===== src/rtl/rdt_pkg.sv =====
package rdt_pkg;

    localparam int CLK_N  = 15;
    localparam int DQS_N  = 7;
    localparam int CLK_CW = 6;
    localparam int DQS_CW = 4;
    localparam int IDX_W  = 4;

    typedef enum logic [2:0] {
        ST_IDLE,
        ST_SETTLE,
        ST_PROBE,
        ST_RECORD,
        ST_SEARCH,
        ST_PICK_CLK,
        ST_PICK_DQS,
        ST_DONE
    } st_e;

    typedef enum logic [1:0] {
        PH_SWEEP,
        PH_STROBE,
        PH_CONFIRM,
        PH_ZERO
    } ph_e;

    // clock table: descending 7..0, then multiples of 8 up to 56
    function automatic logic [CLK_CW-1:0] clk_code(input logic [IDX_W-1:0] i);
        if (i < 4'd8)
            return CLK_CW'(4'd7 - i);
        return CLK_CW'(i - 4'd7) << 3;
    endfunction

    // strobe table: 3..0, then E..C
    function automatic logic [DQS_CW-1:0] dqs_code(input logic [IDX_W-1:0] i);
        if (i < 4'd4)
            return DQS_CW'(4'd3 - i);
        return DQS_CW'(5'd18 - {1'b0, i});
    endfunction

    // window centre with bias toward an edge the window touches
    function automatic logic [IDX_W-1:0] centre(input logic [IDX_W-1:0] lo,
                                                input logic [IDX_W-1:0] hi,
                                                input logic [IDX_W-1:0] n);
        logic [IDX_W:0] mid;
        mid = ({1'b0, lo} + {1'b0, hi}) >> 1;
        if (hi == n - 4'd1 && lo != 4'd0)
            mid = ({1'b0, n} + mid) >> 1;
        else if (hi < n - 4'd1 && lo == 4'd0)
            mid = mid >> 1;
        return mid[IDX_W-1:0];
    endfunction

endpackage


===== src/rtl/rdt_settle.sv =====
module rdt_settle #(
    parameter int CYC = 100
) (
    input  logic clk,
    input  logic rst_n,
    input  logic run,
    output logic expired
);
    localparam int CW = $clog2(CYC + 1);

    logic [CW-1:0] cnt_q;

    always_ff @(posedge clk or negedge rst_n) begin
        if (!rst_n)
            cnt_q <= '0;
        else if (!run || expired)
            cnt_q <= '0;
        else
            cnt_q <= cnt_q + 1'b1;
    end

    assign expired = run && (cnt_q == CW'(CYC - 1));

    AST_SETTLE_BOUND: assert property (@(posedge clk) disable iff (!rst_n)
        run |-> (int'(cnt_q) < CYC));

endmodule


===== src/rtl/rdt_count_bank.sv =====
module rdt_count_bank #(
    parameter int N     = 15,
    parameter int IW    = 4,
    parameter int CW    = 3,
    parameter int LIMIT = 7
) (
    input  logic          clk,
    input  logic          rst_n,
    input  logic          clr,
    input  logic          inc,
    input  logic [IW-1:0] idx,
    output logic [N*CW-1:0] counts
);
    for (genvar g = 0; g < N; g++) begin : g_cnt
        logic [CW-1:0] c_q;
        always_ff @(posedge clk or negedge rst_n) begin
            if (!rst_n)
                c_q <= '0;
            else if (clr)
                c_q <= '0;
            else if (inc && idx == IW'(g))
                c_q <= c_q + 1'b1;
        end
        assign counts[g*CW +: CW] = c_q;

        AST_CNT_LIMIT: assert property (@(posedge clk) disable iff (!rst_n)
            (inc && !clr && idx == IW'(g)) |-> (int'(c_q) < LIMIT));
    end

endmodule


===== src/rtl/rdt_window.sv =====
module rdt_window #(
    parameter int N  = 15,
    parameter int IW = 4
) (
    input  logic [N-1:0]  hit,
    output logic          any,
    output logic [IW-1:0] lo,
    output logic [IW-1:0] hi
);
    always_comb begin
        any = |hit;
        lo  = '0;
        hi  = '0;
        for (int i = N - 1; i >= 0; i--)
            if (hit[i]) lo = IW'(i);
        for (int i = 0; i < N; i++)
            if (hit[i]) hi = IW'(i);
    end

endmodule


===== src/rtl/read_delay_trainer.sv =====
module read_delay_trainer
    import rdt_pkg::*;
#(
    parameter int LANES      = 4,
    parameter int SETTLE_CYC = 100
) (
    input  logic                    clk,
    input  logic                    rst_n,
    input  logic                    start,
    input  logic                    probe_done,
    input  logic                    probe_fail,
    output logic                    probe_req,
    output logic [CLK_CW-1:0]       clk_dly_code,
    output logic [LANES*DQS_CW-1:0] dqs_dly_code,
    output logic                    train_ok,
    output logic                    train_done
);
    localparam int CNT_W    = $clog2(DQS_N + 1);
    localparam int SWEEP_PR = CLK_N * DQS_N;
    localparam int N_SHORT  = SWEEP_PR + 1;
    localparam int N_FULL   = SWEEP_PR + DQS_N + 1;
    localparam int STAB_W   = $clog2(SETTLE_CYC + 4);
    localparam int PCNT_W   = $clog2(N_FULL + 2);

    st_e  state_q, state_d;
    ph_e  phase_q;

    logic [IDX_W-1:0]       clk_idx_q;
    logic [IDX_W-1:0]       dqs_idx_q;
    logic [CNT_W-1:0]       target_q;
    logic [DQS_N-1:0]       flags_q;
    logic                   zero_q;
    logic                   ok_q;
    logic                   fail_q;

    logic                   expired;
    logic [CLK_N*CNT_W-1:0] counts;
    logic [CLK_N-1:0]       hit_a;
    logic                   any_a, any_b;
    logic [IDX_W-1:0]       lo_a, hi_a, lo_b, hi_b;
    logic [IDX_W-1:0]       clk_pick, dqs_pick;
    logic                   go;
    logic                   last_dqs, last_clk;

    assign go       = start && (state_q == ST_IDLE || state_q == ST_DONE);
    assign last_dqs = (dqs_idx_q == IDX_W'(DQS_N - 1));
    assign last_clk = (clk_idx_q == IDX_W'(CLK_N - 1));

    // ---------------- sub-blocks ----------------
    rdt_settle #(.CYC(SETTLE_CYC)) u_settle (
        .clk     (clk),
        .rst_n   (rst_n),
        .run     (state_q == ST_SETTLE),
        .expired (expired)
    );

    rdt_count_bank #(.N(CLK_N), .IW(IDX_W), .CW(CNT_W), .LIMIT(DQS_N)) u_counts (
        .clk    (clk),
        .rst_n  (rst_n),
        .clr    (go),
        .inc    (state_q == ST_RECORD && phase_q == PH_SWEEP && !fail_q),
        .idx    (clk_idx_q),
        .counts (counts)
    );

    for (genvar g = 0; g < CLK_N; g++) begin : g_hit
        assign hit_a[g] = (counts[g*CNT_W +: CNT_W] == target_q);
    end

    rdt_window #(.N(CLK_N), .IW(IDX_W)) u_win_clk (
        .hit (hit_a),
        .any (any_a),
        .lo  (lo_a),
        .hi  (hi_a)
    );

    rdt_window #(.N(DQS_N), .IW(IDX_W)) u_win_dqs (
        .hit (flags_q),
        .any (any_b),
        .lo  (lo_b),
        .hi  (hi_b)
    );

    // ---------------- centre choice ----------------
    always_comb begin
        clk_pick = centre(lo_a, hi_a, IDX_W'(CLK_N));
        if (counts[int'(clk_pick)*CNT_W +: CNT_W] < target_q)
            clk_pick = lo_a;
    end

    always_comb begin
        dqs_pick = centre(lo_b, hi_b, IDX_W'(DQS_N));
        if (!flags_q[dqs_pick[2:0]])
            dqs_pick = lo_b;
    end

    // ---------------- next state ----------------
    always_comb begin
        state_d = state_q;
        unique case (state_q)
            ST_IDLE:     if (start) state_d = ST_SETTLE;
            ST_SETTLE:   if (expired) state_d = ST_PROBE;
            ST_PROBE:    if (probe_done) state_d = ST_RECORD;
            ST_RECORD: begin
                unique case (phase_q)
                    PH_SWEEP:   state_d = (last_dqs && last_clk) ? ST_SEARCH : ST_SETTLE;
                    PH_STROBE:  state_d = last_dqs ? ST_PICK_DQS : ST_SETTLE;
                    PH_CONFIRM,
                    PH_ZERO:    state_d = ST_DONE;
                endcase
            end
            ST_SEARCH: begin
                if (any_a)
                    state_d = ST_PICK_CLK;
                else if (target_q == CNT_W'(1))
                    state_d = ST_SETTLE;
            end
            ST_PICK_CLK: state_d = ST_SETTLE;
            ST_PICK_DQS: state_d = ST_SETTLE;
            ST_DONE:     if (start) state_d = ST_SETTLE;
        endcase
    end

    // ---------------- state register ----------------
    always_ff @(posedge clk or negedge rst_n) begin
        if (!rst_n)
            state_q <= ST_IDLE;
        else
            state_q <= state_d;
    end

    // ---------------- datapath registers ----------------
    always_ff @(posedge clk or negedge rst_n) begin
        if (!rst_n) begin
            phase_q   <= PH_SWEEP;
            clk_idx_q <= '0;
            dqs_idx_q <= '0;
            target_q  <= '0;
            flags_q   <= '0;
            zero_q    <= 1'b1;
            ok_q      <= 1'b0;
            fail_q    <= 1'b0;
        end else begin
            unique case (state_q)
                ST_IDLE, ST_DONE: begin
                    if (start) begin
                        phase_q   <= PH_SWEEP;
                        clk_idx_q <= '0;
                        dqs_idx_q <= '0;
                        zero_q    <= 1'b0;
                        ok_q      <= 1'b0;
                        flags_q   <= '0;
                    end
                end
                ST_SETTLE: ;
                ST_PROBE: begin
                    if (probe_done)
                        fail_q <= probe_fail;
                end
                ST_RECORD: begin
                    unique case (phase_q)
                        PH_SWEEP: begin
                            if (last_dqs) begin
                                dqs_idx_q <= '0;
                                if (last_clk)
                                    target_q <= CNT_W'(DQS_N);
                                else
                                    clk_idx_q <= clk_idx_q + 1'b1;
                            end else begin
                                dqs_idx_q <= dqs_idx_q + 1'b1;
                            end
                        end
                        PH_STROBE: begin
                            flags_q[dqs_idx_q[2:0]] <= !fail_q;
                            if (!last_dqs)
                                dqs_idx_q <= dqs_idx_q + 1'b1;
                        end
                        PH_CONFIRM,
                        PH_ZERO: ok_q <= !fail_q;
                    endcase
                end
                ST_SEARCH: begin
                    if (!any_a) begin
                        if (target_q == CNT_W'(1)) begin
                            zero_q  <= 1'b1;
                            phase_q <= PH_ZERO;
                        end else begin
                            target_q <= target_q - 1'b1;
                        end
                    end
                end
                ST_PICK_CLK: begin
                    clk_idx_q <= clk_pick;
                    dqs_idx_q <= '0;
                    flags_q   <= '0;
                    phase_q   <= PH_STROBE;
                end
                ST_PICK_DQS: begin
                    if (any_b) begin
                        dqs_idx_q <= dqs_pick;
                        phase_q   <= PH_CONFIRM;
                    end else begin
                        zero_q  <= 1'b1;
                        phase_q <= PH_ZERO;
                    end
                end
            endcase
        end
    end

    // ---------------- outputs ----------------
    always_comb begin
        probe_req    = (state_q == ST_PROBE);
        train_done   = (state_q == ST_DONE);
        train_ok     = ok_q;
        clk_dly_code = zero_q ? '0 : clk_code(clk_idx_q);
        dqs_dly_code = zero_q ? '0 : {LANES{dqs_code(dqs_idx_q)}};
    end

    // ---------------- checking support ----------------
    logic [CLK_CW+LANES*DQS_CW-1:0] codes_d;
    logic [STAB_W-1:0]              stab_q;
    logic [PCNT_W-1:0]              pcnt_q;

    always_ff @(posedge clk or negedge rst_n) begin
        if (!rst_n) begin
            codes_d <= '0;
            stab_q  <= '0;
            pcnt_q  <= '0;
        end else begin
            codes_d <= {clk_dly_code, dqs_dly_code};
            if ({clk_dly_code, dqs_dly_code} != codes_d)
                stab_q <= '0;
            else if (stab_q != '1)
                stab_q <= stab_q + 1'b1;
            if (go)
                pcnt_q <= '0;
            else if (state_q == ST_SETTLE && expired)
                pcnt_q <= pcnt_q + 1'b1;
        end
    end

    AST_REQ_HELD: assert property (@(posedge clk) disable iff (!rst_n)
        (probe_req && !probe_done) |=> probe_req);

    AST_CODES_STILL: assert property (@(posedge clk) disable iff (!rst_n)
        probe_req |=> (!probe_req || $stable({clk_dly_code, dqs_dly_code})));

    AST_SETTLE_MIN: assert property (@(posedge clk) disable iff (!rst_n)
        $rose(probe_req) |-> (int'(stab_q) + 2 >= SETTLE_CYC));

    AST_PROBE_TOTAL: assert property (@(posedge clk) disable iff (!rst_n)
        $rose(train_done) |-> (int'(pcnt_q) == N_SHORT || int'(pcnt_q) == N_FULL));

    AST_DONE_HOLD: assert property (@(posedge clk) disable iff (!rst_n)
        (train_done && !start) |=> (train_done && $stable(train_ok)));

    AST_DONE_QUIET: assert property (@(posedge clk) disable iff (!rst_n)
        train_done |-> !probe_req);

endmodule


===== config.mk =====
export PLATFORM = sky130hd
export DESIGN_NAME = read_delay_trainer
export DESIGN_NICKNAME = d
export VERILOG_FILES = /design/src/rtl/rdt_pkg.sv /design/src/rtl/rdt_settle.sv /design/src/rtl/rdt_count_bank.sv /design/src/rtl/rdt_window.sv /design/src/rtl/read_delay_trainer.sv
export SDC_FILE = /design/constraint.sdc
export NUM_CORES = 1
export LEC_CHECK = 0
export ABC_AREA = 0
export ABC_CLOCK_PERIOD_IN_PS = 7200
export BUFFER_PORTS_ARGS = -buffer_cell sky130_fd_sc_hd__buf_4
export CAP_MARGIN = 10
export CORE_MARGIN = 8
export CORE_UTILIZATION = 50
export CTS_CLUSTER_DIAMETER = 80
export CTS_CLUSTER_SIZE = 8
export DETAILED_ROUTE_END_ITERATION = 6
export HOLD_SLACK_MARGIN = 0.12
export PLACE_DENSITY = 0.69
export SETUP_SLACK_MARGIN = 0.5
export SYNTH_ARGS = -nofsm -noshare
export SYNTH_HDL_FRONTEND = slang
export SYNTH_SLANG_ARGS = --single-unit

===== constraint.sdc =====
create_clock -name clk -period 7.2 [get_ports clk]
set_input_delay 0.72 -clock clk [delete_from_list [all_inputs] [get_ports clk]]
set_output_delay 0.72 -clock clk [all_outputs]
set_load 0.1 [all_outputs]

==> impl_results.md, run 1 <==
- Run status: completed
- Mean instance size in the synthesized netlist: 8.42 um2
- Area of the die: 16800 um2
- DRT iter0 DRCs: 377
- Maxcap violations: 0
- Post-route fraction of the period consumed by the critical path: 0.873
- Accumulated negative setup slack: 0 ns
- CTS tree: done
- Max-slew violations: 0
- DIE HEIGHT: 130 um
- Clock Sinks: 78
- Clock Latency Late Sink: 0.34 ns
- Nets@finish: 803
- Post-synthesis register bit count: 78
- Fraction of layout instances using a drive strength above 1: 0.120
- Number of cells on the worst reg-to-reg path: 26
- Average wire per standard cell: 17.2 um
- Port Buf Inserts: 29
- First-pass GRT wire length: 26.9 mm
- Final setup violation count: 0
- Critical path peak fanout: 16
- Detail-routed via count per cell: 5.92
- Most numerous cell in the Yosys netlist: sky130_fd_sc_hd__nor2_1
- CP endpoint kind: flop
- Gate Count Post-Synth: 765
- Combined global-route utilization of all metal layers: 0.201
- ANT nets after route: 0
- Transition time of the tightest slew-check pin: 1.01 ns
- Post-CTS clock slew at the launch and capture registers of the worst setup and hold paths: 0.06 ns
- Clock Tree Root: sky130_fd_sc_hd__clkbuf_16
- Setup repair after global routing missed its margin: no
- Detailed Place HPWL: 12.1 mm
- Worst Skew: 0.00699 ns
- Required time of the critical path: 7.45 ns
- Global placement routability congestion: 0.892
- Hold WC Path Type: flop to flop
- Hold Violations, Final: 0
- Die boundary width: 130 um
- Post-synth ARST share: 1.00
- Critical setup path kind: flop to flop
- Pin count of the biggest net entering global routing: 79
- Number of cells on the worst hold path: 1
- Total congestion overflow after global routing: 0
- Antenna diode instance count: 0
- Cell row count: 41
- Sequential share of the synthesized area: 0.303
- Clock tree buffer depth: 2
- Number of antenna violations at the first check in global routing: 0
- Number of primary I/O pins: 30
- Post-cts repair resize count: 0
- CP Launch Type: flop
- Most used flip-flop cell after synthesis: sky130_fd_sc_hd__dfrtp_1
- Area growth syn-to-layout: 8.74%
- Netlist cell types: 73
- Post-CTS Setup Bufs: 0
- Via count: 5552
- Vias in the first global route: 5390
- CTS HTree Levels: 3
- Area share of the leading cell type in the synthesized netlist: 0.299
- Synth Net Count: 807
- Number of search-and-repair iterations in the first detailed-routing pass: 5
- Signal arrival time at the worst endpoint: 6.54 ns
- Number of enable-type register cells in the synthesized netlist: 0
- Time the worst path needs with I/O delays and setup: 6.28 ns
- Initial Utilization: 0.510
- Post-synth design cell area: 6440 um2
- Cts bufs inserted: 9
- Total number of yosys warnings: 0
- Area of the core region: 12600 um2
- Synth top cells by count: 92 x sky130_fd_sc_hd__nor2_1, 77 x sky130_fd_sc_hd__dfrtp_1, 64 x sky130_fd_sc_hd__nand2_1
- Count of hold buffers inserted by post-cts repair: 0
- Detailed-route DRC error count: 0
- Maximum clock frequency: 0.159 GHz
- Total Wirelength: 16.1 mm
- Tightest slew margin relative to the limit: 0.325
- Leading cell types by total area after synthesis: sky130_fd_sc_hd__dfrtp_1 30%, sky130_fd_sc_hd__ha_1 6.8%, sky130_fd_sc_hd__xor2_1 6.8%
- Library cell occupying the most area in the post-synthesis netlist: sky130_fd_sc_hd__dfrtp_1
registers in the layout, summed over array words and instances, names as in the netlist:
name and flops:
fail_q 1, train_ok 1, u_settle.cnt_q 7, u_counts.g_cnt.c_q 45
phase_q 2, target_q 3, state_q 3, flags_q 7
clk_idx_q 4, zero_q 1, dqs_idx_q 4
layout make-up:
class | instances | area, um2
fill | 1159 | 5620
multi-input combinational | 612 | 4130
sequential | 78 | 1960
timing repair buffer | 36 | 270
clock buffer | 10 | 239
tap | 172 | 215
clock inverter | 6 | 109
inverter | 24 | 90.1
stage by stage:
stage	util	cell area (um2)	worst slack, ns	std cells	hold WS, ns
after floorplan	-	6440	1.37	765	0.424
after global placement	0.526	6640	0.942	922	0.470
after detailed placement	0.526	6640	0.667	922	0.478
after CTS	0.553	6980	0.658	938	0.486
after global routing	0.555	7000	0.553	938	0.518
final	0.555	7000	0.916	938	0.482
critical path: stages (launching register included):
cell and delay (ns):
sky130_fd_sc_hd__dfrtp_1 0.55, sky130_fd_sc_hd__buf_4 0.28, sky130_fd_sc_hd__xnor2_1 0.11, sky130_fd_sc_hd__and3_2 0.30, sky130_fd_sc_hd__or3_4 0.38, sky130_fd_sc_hd__a21oi_1 0.13, sky130_fd_sc_hd__nor3_1 0.08, sky130_fd_sc_hd__ha_1 0.39
sky130_fd_sc_hd__o21ai_0 0.11, sky130_fd_sc_hd__nand3b_1 0.10, sky130_fd_sc_hd__o21ai_0 0.11, sky130_fd_sc_hd__a31o_2 0.23, sky130_fd_sc_hd__or3_4 0.35, sky130_fd_sc_hd__nand2_1 0.17, sky130_fd_sc_hd__mux2i_1 0.10, sky130_fd_sc_hd__mux2i_1 0.34
sky130_fd_sc_hd__nand2_2 0.26, sky130_fd_sc_hd__a211oi_1 0.25, sky130_fd_sc_hd__a21oi_1 0.08, sky130_fd_sc_hd__mux2i_1 0.14, sky130_fd_sc_hd__mux2i_1 0.09, sky130_fd_sc_hd__ha_1 0.23, sky130_fd_sc_hd__or3_1 0.39, sky130_fd_sc_hd__o32a_1 0.36
sky130_fd_sc_hd__o21ai_2 0.13, sky130_fd_sc_hd__mux2_1 0.35, sky130_fd_sc_hd__o221ai_1 0.15
cells by family after synthesis:
kind of cell    synth area share
compound gates             0.157
xor+xnor                   0.117
fa+ha+maj                 0.0742
buf+inv                   0.0616
flops                      0.303
mux                       0.0713
simple gates               0.216
worst paths after layout:
| path | slack [ns] | to | startpoint |
|---|---|---|---|
| min in group asynchronous | 0.55 | u_settle.cnt_q[2]$_DFF_PN0_ | rst_n |
| worst min-delay path | 0.48 | u_settle.cnt_q[0]$_DFF_PN0_ | u_settle.cnt_q[0]$_DFF_PN0_ |
| worst max register to register | 0.92 | clk_idx_q[0]$_DFFE_PN0P_ | target_q[1]$_DFFE_PN0P_ |
| worst min register to register | 0.48 | u_settle.cnt_q[0]$_DFF_PN0_ | u_settle.cnt_q[0]$_DFF_PN0_ |
| worst max-delay path | 0.92 | clk_idx_q[0]$_DFFE_PN0P_ | target_q[1]$_DFFE_PN0P_ |
| max in group asynchronous | 5.94 | target_q[0]$_DFFE_PN0P_ | rst_n |
layout by cell type (no fill, tap or decap), types with 7 or more instances in the layout:
master / instances
sky130_fd_sc_hd__or3_1: 8
sky130_fd_sc_hd__a21oi_1: 59
sky130_fd_sc_hd__mux2i_1: 29
sky130_fd_sc_hd__nand2b_1: 9
sky130_fd_sc_hd__mux2_2: 11
sky130_fd_sc_hd__and3_1: 7
sky130_fd_sc_hd__xnor2_1: 34
sky130_fd_sc_hd__nor3_1: 18
sky130_fd_sc_hd__clkbuf_16: 9
sky130_fd_sc_hd__o21ai_0: 32
sky130_fd_sc_hd__a211oi_1: 7
sky130_fd_sc_hd__nand2_1: 63
sky130_fd_sc_hd__ha_1: 35
sky130_fd_sc_hd__buf_4: 36
sky130_fd_sc_hd__xor2_1: 50
sky130_fd_sc_hd__dfrtp_1: 75
sky130_fd_sc_hd__nor2_1: 92
sky130_fd_sc_hd__nand3_1: 54
sky130_fd_sc_hd__inv_1: 24
per-layer routing:
| layer | wire length [um] | global-route usage | part of all wire | vias up |
|---|---|---|---|---|
| li1 | - | - | - | 2675 |
| met1 | 7170 | 0.253 | 0.44 | 2665 |
| met2 | 7710 | 0.326 | 0.48 | 169 |
| met3 | 674 | 0.0349 | 0.042 | 43 |
| met4 | 559 | 0.100 | 0.035 | 0 |
| met5 | 0 | 0 | 0 | - |
Power of run 1 is not shown: default switching activity piles up to over one toggle a cycle in this logic, so the estimate is an artifact.
==> inputs of run 2 (changes only) <==
--- a/config.mk
+++ b/config.mk
@@ -16,6 +16,7 @@
 export DETAILED_ROUTE_END_ITERATION = 6
 export HOLD_SLACK_MARGIN = 0.12
 export PLACE_DENSITY = 0.69
+export RECOVER_POWER = 100
 export SETUP_SLACK_MARGIN = 0.5
 export SYNTH_ARGS = -nofsm -noshare
 export SYNTH_HDL_FRONTEND = slang
==> run 2 against run 1 <==
Against the previous run: critical path depth fell by 3; largest cell class unchanged; via count rose by 0.22%; sequential share of layout area rose by 0.49 points; critical endpoint unchanged; hold slack barely moved; worst setup slack got worse by 0.24 ns; the run now ends with max-capacitance violations, max-slew violations left; clock skew barely moved.
==> impl_results.md, run 2 (synthesized netlist as in run 1, its figures left out) <==
- Tightest slew margin relative to the limit: -1.85 (-2.18)
- Antenna diode instance count: 0 (unchanged)
- # fillers: 1194 (+3.0%)
- Maximum clock frequency: 0.153 GHz (-3.6%)
- Area of the multi-input gates: 4110 um2 (-0.46%)
- Setup repair after global routing missed its margin: no
- Initial Utilization: 0.510 (unchanged)
- CP max stage cell: sky130_fd_sc_hd__or4_1
- Nets@finish: 803 (unchanged)
- Leading cell types in the layout, fill and taps excluded: 92 x sky130_fd_sc_hd__nor2_1, 75 x sky130_fd_sc_hd__dfrtp_1, 63 x sky130_fd_sc_hd__nand2_1
- Hold WC Path Type: flop to flop
- Final setup violation count: 0 (unchanged)
- Storage cell area: 1960 um2 (unchanged)
- Run status: finished, violations left
- Final core utilization: 0.546 (-0.00952)
- Transition time of the tightest slew-check pin: 4.28 ns (+3.26 ns)
- Worst Skew: 0.00692 ns (-0.0000735 ns)
- First-pass GRT wire length: 26.9 mm (unchanged)
- Count of hold buffers inserted by post-cts repair: 0 (unchanged)
- Total Wirelength: 16.1 mm (+0.19%)
- CP Buf/Inv Count: 1 (unchanged)
- CTS tree: done
- Clock Latency Late Sink: 0.34 ns (about the same)
- Post-CTS Setup Bufs: 0 (unchanged)
- Critical path peak fanout: 14 (-2)
- Number of flip-flops under the largest register name: 45 (unchanged)
- Number of primary I/O pins: 30 (unchanged)
- Detail-routed via count per cell: 5.93 (+0.22%)
- Cell row count: 41 (unchanged)
- Detailed-route DRC error count: 0 (unchanged)
- Maxcap violations: 2 (+2)
- Max-slew violations: 125 (+125)
- Area growth syn-to-layout: 6.88%
- Global placement routability congestion: 0.892 (unchanged)
- Most common cell after layout, fill and taps aside: sky130_fd_sc_hd__nor2_1
- Signal arrival time at the worst endpoint: 6.77 ns (+0.23 ns)
- Most frequent cell on the critical path: sky130_fd_sc_hd__mux2i_1
- Violated checks: max-capacitance violations, max-slew violations
- Dominant delay contributor by cell family on the critical path: simple AND/OR/NAND/NOR gates
- Fraction of layout instances using a drive strength above 1: 0.0822 (-0.0379)
- Vias in the first global route: 5390 (unchanged)
- Post-route fraction of the period consumed by the critical path: 0.906 (+0.0328)
- Average wire per standard cell: 17.2 um (+0.19%)
- Clock Sinks: 78 (unchanged)
- Regs by FF count: u_counts.g_cnt.c_q: 45 flops, flags_q: 7 flops, u_settle.cnt_q: 7 flops
- Cts bufs inserted: 9 (unchanged)
- Top reg by flops: u_counts.g_cnt.c_q
- Clock Tree Root: sky130_fd_sc_hd__clkbuf_16
- Critical setup path kind: flop to flop
- Detailed Place HPWL: 12.1 mm (unchanged)
- Via count: 5564 (+0.22%)
- CTS HTree Levels: 3 (unchanged)
- Delay of the slowest cell on the worst path: 0.62 ns (+0.07 ns)
- Required time of the critical path: 7.45 ns (about the same)
- Final worst-path setup slack: 0.679 ns (-0.236 ns)
- Post-CTS clock slew at the launch and capture registers of the worst setup and hold paths: 0.06 ns (about the same)
- Time the worst path needs with I/O delays and setup: 6.52 ns (+0.236 ns)
- Number of antenna violations at the first check in global routing: 0 (unchanged)
- CP Launch Type: flop
- Area of the die: 16800 um2 (unchanged)
- CP endpoint kind: flop
- Number of search-and-repair iterations in the first detailed-routing pass: 5 (unchanged)
- Area of the core region: 12600 um2 (unchanged)
- DRT iter0 DRCs: 365 (-3.2%)
- Pin count of the biggest net entering global routing: 79 (unchanged)
- Post-Place Setup Slack: 0.667 ns (unchanged)
- ANT nets after route: 0 (unchanged)
- DIE HEIGHT: 130 um (unchanged)
- Die boundary width: 130 um (unchanged)
- Hold Violations, Final: 0 (unchanged)
- Port Buf Inserts: 29 (unchanged)
- Dpl cell area: 6640 um2 (unchanged)
- Total congestion overflow after global routing: 0 (unchanged)
- Cell area after layout: 6880 um2 (-1.7%)
- Clock tree buffer depth: 2 (unchanged)
- Combined global-route utilization of all metal layers: 0.201 (unchanged)
- Accumulated negative setup slack: 0 ns (unchanged)
- Cell-by-cell listing of the critical path: xnor2_1, and3_1, or4_1, or3_1, a21oi_1, ha_1, nand3b_1, o21ai_0, a31o_2, or3_4, and3_1, o31ai_2, buf_4, mux2i_1, o21ai_0, mux2i_1, mux2i_1, ha_1, or3_1, o32a_1, o21ai_2, mux2_1, o221ai_1
[run 2: timing repair]
item | 4_1_cts | 5_1_grt
hold endpoints to repair | 0 | 0
resized for setup | 0 | 6
endpoints found under the setup margin | 0 | 4
[run 2: through the flow]
stage | hold WS, ns | std cells
final | 0.482 | 938
after global routing | 0.518 | 938
after CTS | 0.486 | 938
after detailed placement | 0.478 | 922
after global placement | 0.470 | 922
after floorplan | 0.424 | 765
[run 2: cell type report]
type	instances	share of cell area
Sequential cell	78	0.284
Multi-Input combinational cell	612	0.597
Clock buffer	10	0.0347
Timing Repair Buffer	36	0.0245
Tap cell	172	0.0313
Clock inverter	6	0.0158
Inverter	24	0.0131
[run 2: path summary, 6_finish.rpt]
check	from	depth (start not counted)	end	slack (ns)
max	target_q[1]$_DFFE_PN0P_	23	clk_idx_q[0]$_DFFE_PN0P_	0.68
min	u_settle.cnt_q[0]$_DFF_PN0_	1	u_settle.cnt_q[0]$_DFF_PN0_	0.48
max reg2reg	target_q[1]$_DFFE_PN0P_	23	clk_idx_q[0]$_DFFE_PN0P_	0.68
min reg2reg	u_settle.cnt_q[0]$_DFF_PN0_	1	u_settle.cnt_q[0]$_DFF_PN0_	0.48
max in group asynchronous	rst_n	1	target_q[0]$_DFFE_PN0P_	2.60
min in group asynchronous	rst_n	1	u_settle.cnt_q[2]$_DFF_PN0_	1.89
[run 2: worst register-to-register path, cell delays in order (launching register included)]
cell and delay [ns]:
sky130_fd_sc_hd__dfrtp_1 0.50, sky130_fd_sc_hd__xnor2_1 0.20, sky130_fd_sc_hd__and3_1 0.23, sky130_fd_sc_hd__or4_1 0.62, sky130_fd_sc_hd__or3_1 0.39, sky130_fd_sc_hd__a21oi_1 0.22, sky130_fd_sc_hd__ha_1 0.30, sky130_fd_sc_hd__nand3b_1 0.10
sky130_fd_sc_hd__o21ai_0 0.11, sky130_fd_sc_hd__a31o_2 0.24, sky130_fd_sc_hd__or3_4 0.35, sky130_fd_sc_hd__and3_1 0.19, sky130_fd_sc_hd__o31ai_2 0.53, sky130_fd_sc_hd__buf_4 0.32, sky130_fd_sc_hd__mux2i_1 0.21, sky130_fd_sc_hd__o21ai_0 0.09
sky130_fd_sc_hd__mux2i_1 0.14, sky130_fd_sc_hd__mux2i_1 0.09, sky130_fd_sc_hd__ha_1 0.23, sky130_fd_sc_hd__or3_1 0.38, sky130_fd_sc_hd__o32a_1 0.36, sky130_fd_sc_hd__o21ai_2 0.13, sky130_fd_sc_hd__mux2_1 0.35, sky130_fd_sc_hd__o221ai_1 0.15
[run 2: routing by layer]
layer / wire (um) / global-route usage / up-vias
li1: - / - / 2667
met1: 7150 / 0.253 / 2700
met2: 7720 / 0.326 / 158
met3: 740 / 0.0349 / 39
met4: 532 / 0.100 / 0
met5: 0 / 0 / -
Power of run 2 is left out for the same reason.
==> inputs of run 3 (changes only) <==
--- a/config.mk
+++ b/config.mk
@@ -10,12 +10,11 @@
 export BUFFER_PORTS_ARGS = -buffer_cell sky130_fd_sc_hd__buf_4
 export CAP_MARGIN = 10
 export CORE_MARGIN = 8
-export CORE_UTILIZATION = 50
+export CORE_UTILIZATION = 60
 export CTS_CLUSTER_DIAMETER = 80
-export CTS_CLUSTER_SIZE = 8
 export DETAILED_ROUTE_END_ITERATION = 6
 export HOLD_SLACK_MARGIN = 0.12
-export PLACE_DENSITY = 0.69
+export PLACE_DENSITY = 0.8
 export RECOVER_POWER = 100
 export SETUP_SLACK_MARGIN = 0.5
 export SYNTH_ARGS = -nofsm -noshare
==> run 3 against run 2 <==
Against the previous run: the flow still finishes with violations (max-capacitance violations, max-slew violations); routed wire length is 1.6% lower; register-to-register slack worse by 0.06 ns; die area is 15% lower; critical path type unchanged; largest cell class unchanged.
==> impl_results.md, run 3 (synthesized netlist as in run 1, its figures left out) <==
- Run status: finished, violations left
- Violated checks: max-capacitance violations, max-slew violations
- Detailed Place HPWL: 12.0 mm (-0.74%)
- Total Wirelength: 15.9 mm (-1.6%)
- Die boundary width: 120 um (-7.6%)
- Required time of the critical path: 7.48 ns (+0.03 ns)
- DIE HEIGHT: 120 um (-7.6%)
- Vias in the first global route: 5644 (+4.7%)
- Maxcap violations: 2 (unchanged)
- Max-slew violations: 125 (unchanged)
- Clock Sinks: 78 (unchanged)
- Final setup violation count: 0 (unchanged)
- Dpl cell area: 6580 um2 (-0.79%)
- Leading cell types in the layout, fill and taps excluded: 92 x sky130_fd_sc_hd__nor2_1, 74 x sky130_fd_sc_hd__dfrtp_1, 63 x sky130_fd_sc_hd__nand2_1
- Number of antenna violations at the first check in global routing: 0 (unchanged)
- Clock Tree Root: sky130_fd_sc_hd__clkbuf_8
- # fillers: 923 (-23%)
- Hold WC Path Type: flop to flop
- Count of hold buffers inserted by post-cts repair: 0 (unchanged)
- Detailed-route DRC error count: 0 (unchanged)
- CTS HTree Levels: 3 (unchanged)
- Accumulated negative setup slack: 0 ns (unchanged)
- Area of the core region: 10700 um2 (-16%)
- Pin count of the biggest net entering global routing: 79 (unchanged)
- Top reg by flops: u_counts.g_cnt.c_q
- First-pass GRT wire length: 27.1 mm (+0.84%)
- Signal arrival time at the worst endpoint: 6.85 ns (+0.08 ns)
- Fraction of layout instances using a drive strength above 1: 0.0771 (-0.00512)
- Port Buf Inserts: 29 (unchanged)
- Maximum clock frequency: 0.152 GHz (-0.88%)
- Number of instances in the placed design: 889 (-3.6%)
- Final worst-path setup slack: 0.621 ns (-0.0578 ns)
- CP Launch Type: flop
- CTS tree: done
- Regs by FF count: u_counts.g_cnt.c_q: 45 flops, flags_q: 7 flops, u_settle.cnt_q: 7 flops
- ANT nets after route: 0 (unchanged)
- Clock Latency Late Sink: 0.37 ns (+0.03 ns)
- Worst Skew: 0.0146 ns (+0.00767 ns)
- Post-CTS clock slew at the launch and capture registers of the worst setup and hold paths: 0.08 ns (+0.02 ns)
- Tightest slew margin relative to the limit: -1.76 (+0.0867)
- DRT iter0 DRCs: 449 (+23%)
- Nets@finish: 802 (-0.12%)
- Number of search-and-repair iterations in the first detailed-routing pass: 7 (+2)
- Clock tree buffer depth: 2 (unchanged)
- Cts bufs inserted: 9 (unchanged)
- Hold Violations, Final: 0 (unchanged)
- Area of the die: 14300 um2 (-15%)
- Final cell count without fillers: 905 (-3.5%)
- Global placement routability congestion: 0.930 (+4.3%)
- Average wire per standard cell: 17.6 um (+2.0%)
- Post-CTS Setup Bufs: 0 (unchanged)
- Initial Utilization: 0.605 (+0.0944)
- Total congestion overflow after global routing: 0 (unchanged)
- Transition time of the tightest slew-check pin: 4.15 ns (-0.130 ns)
- Most common cell after layout, fill and taps aside: sky130_fd_sc_hd__nor2_1
- Number of flip-flops under the largest register name: 45 (unchanged)
- Post-Place Setup Slack: 0.574 ns (-0.0930 ns)
- Post-route fraction of the period consumed by the critical path: 0.914 (+0.00803)
- Cell row count: 38 (-7.3%)
- CP endpoint kind: flop
- Antenna diode instance count: 0 (unchanged)
- Cell area after layout: 6670 um2 (-3.1%)
- Critical path peak fanout: 20 (+6)
- Combined global-route utilization of all metal layers: 0.230 (+0.0290)
- Number of primary I/O pins: 30 (unchanged)
- Setup repair after global routing missed its margin: no
- Time the worst path needs with I/O delays and setup: 6.58 ns (+0.0578 ns)
- Area growth syn-to-layout: 3.55%
- Detail-routed via count per cell: 6.12 (+3.1%)
- Critical setup path kind: flop to flop
- Via count: 5535 (-0.52%)
-- run 3: changes by cell type in the layout (fill, tap and decap cells not counted), sizes merged --
| cell | delta |
|---|---|
| inv | +1 |
| clkbuf | +2 |
| buf | -1 |
| clkinv | -2 |
| bufinv | -3 |
| clkinvlp | +2 |
-- run 3: timing repair --
item	4_1_cts	5_1_grt
gates resized for setup	0	8
setup endpoints to repair	0	4
endpoints found under the hold margin	0	0
-- run 3: final cells by class --
type / instances / area, um2 / share of cell area
clock inverter: 4 / 28.8 / 0.00431
tap: 140 / 175 / 0.0263
multi-input combinational: 612 / 4100 / 0.614
clock buffer: 12 / 155 / 0.0233
inverter: 24 / 90.1 / 0.0135
sequential: 78 / 1960 / 0.294
timing repair buffer: 35 / 161 / 0.0242
-- run 3: per-layer routing --
| metal | vias up | global-route usage | part of all wire |
|---|---|---|---|
| met1 | 2676 | 0.266 | 0.41 |
| met2 | 158 | 0.396 | 0.51 |
| li1 | 2660 | - | - |
| met5 | - | 0 | 0 |
| met4 | 0 | 0.111 | 0.031 |
| met3 | 41 | 0.0503 | 0.048 |
-- run 3: worst paths after layout --
kind	end	start	depth (start not counted)	slack, ns
worst max-delay path	clk_idx_q[0]$_DFFE_PN0P_	target_q[2]$_DFFE_PN0P_	24	0.62
worst min-delay path	u_settle.cnt_q[0]$_DFF_PN0_	u_settle.cnt_q[0]$_DFF_PN0_	1	0.49
worst max register to register	clk_idx_q[0]$_DFFE_PN0P_	target_q[2]$_DFFE_PN0P_	24	0.62
worst min register to register	u_settle.cnt_q[0]$_DFF_PN0_	u_settle.cnt_q[0]$_DFF_PN0_	1	0.49
max in group asynchronous	target_q[2]$_DFFE_PN0P_	rst_n	1	2.50
min in group asynchronous	u_settle.cnt_q[0]$_DFF_PN0_	rst_n	1	1.79
-- run 3: stage by stage --
stage,hold WS [ns],utilization
6_report,0.495,0.626
5_1_grt,0.520,0.626
4_1_cts,0.501,0.635
3_5_place_dp,0.490,0.618
3_3_place_gp,0.478,0.618
2_1_floorplan,0.424,-
-- run 3: worst max-delay path, stage by stage (launching register included) --
cell                       delay [ns]
sky130_fd_sc_hd__dfrtp_4         0.62
sky130_fd_sc_hd__xnor2_1         0.19
sky130_fd_sc_hd__and3_1          0.22
sky130_fd_sc_hd__or4_1           0.60
sky130_fd_sc_hd__or3_1           0.37
sky130_fd_sc_hd__a21oi_1         0.29
sky130_fd_sc_hd__ha_1            0.32
sky130_fd_sc_hd__nand3b_1        0.09
sky130_fd_sc_hd__o21ai_0         0.10
sky130_fd_sc_hd__a31o_2          0.22
sky130_fd_sc_hd__or3_4           0.34
sky130_fd_sc_hd__and3_1          0.18
sky130_fd_sc_hd__o31ai_2         0.18
sky130_fd_sc_hd__buf_4           0.29
sky130_fd_sc_hd__mux2_2          0.37
sky130_fd_sc_hd__nand2_1         0.07
sky130_fd_sc_hd__o21ai_0         0.08
sky130_fd_sc_hd__mux2i_1         0.14
sky130_fd_sc_hd__mux2i_1         0.09
sky130_fd_sc_hd__ha_1            0.23
sky130_fd_sc_hd__or3_1           0.36
sky130_fd_sc_hd__o32a_1          0.33
sky130_fd_sc_hd__o21ai_0         0.26
sky130_fd_sc_hd__mux2_1          0.39
sky130_fd_sc_hd__o221ai_1        0.14
Power of run 3 is left out for the same reason.
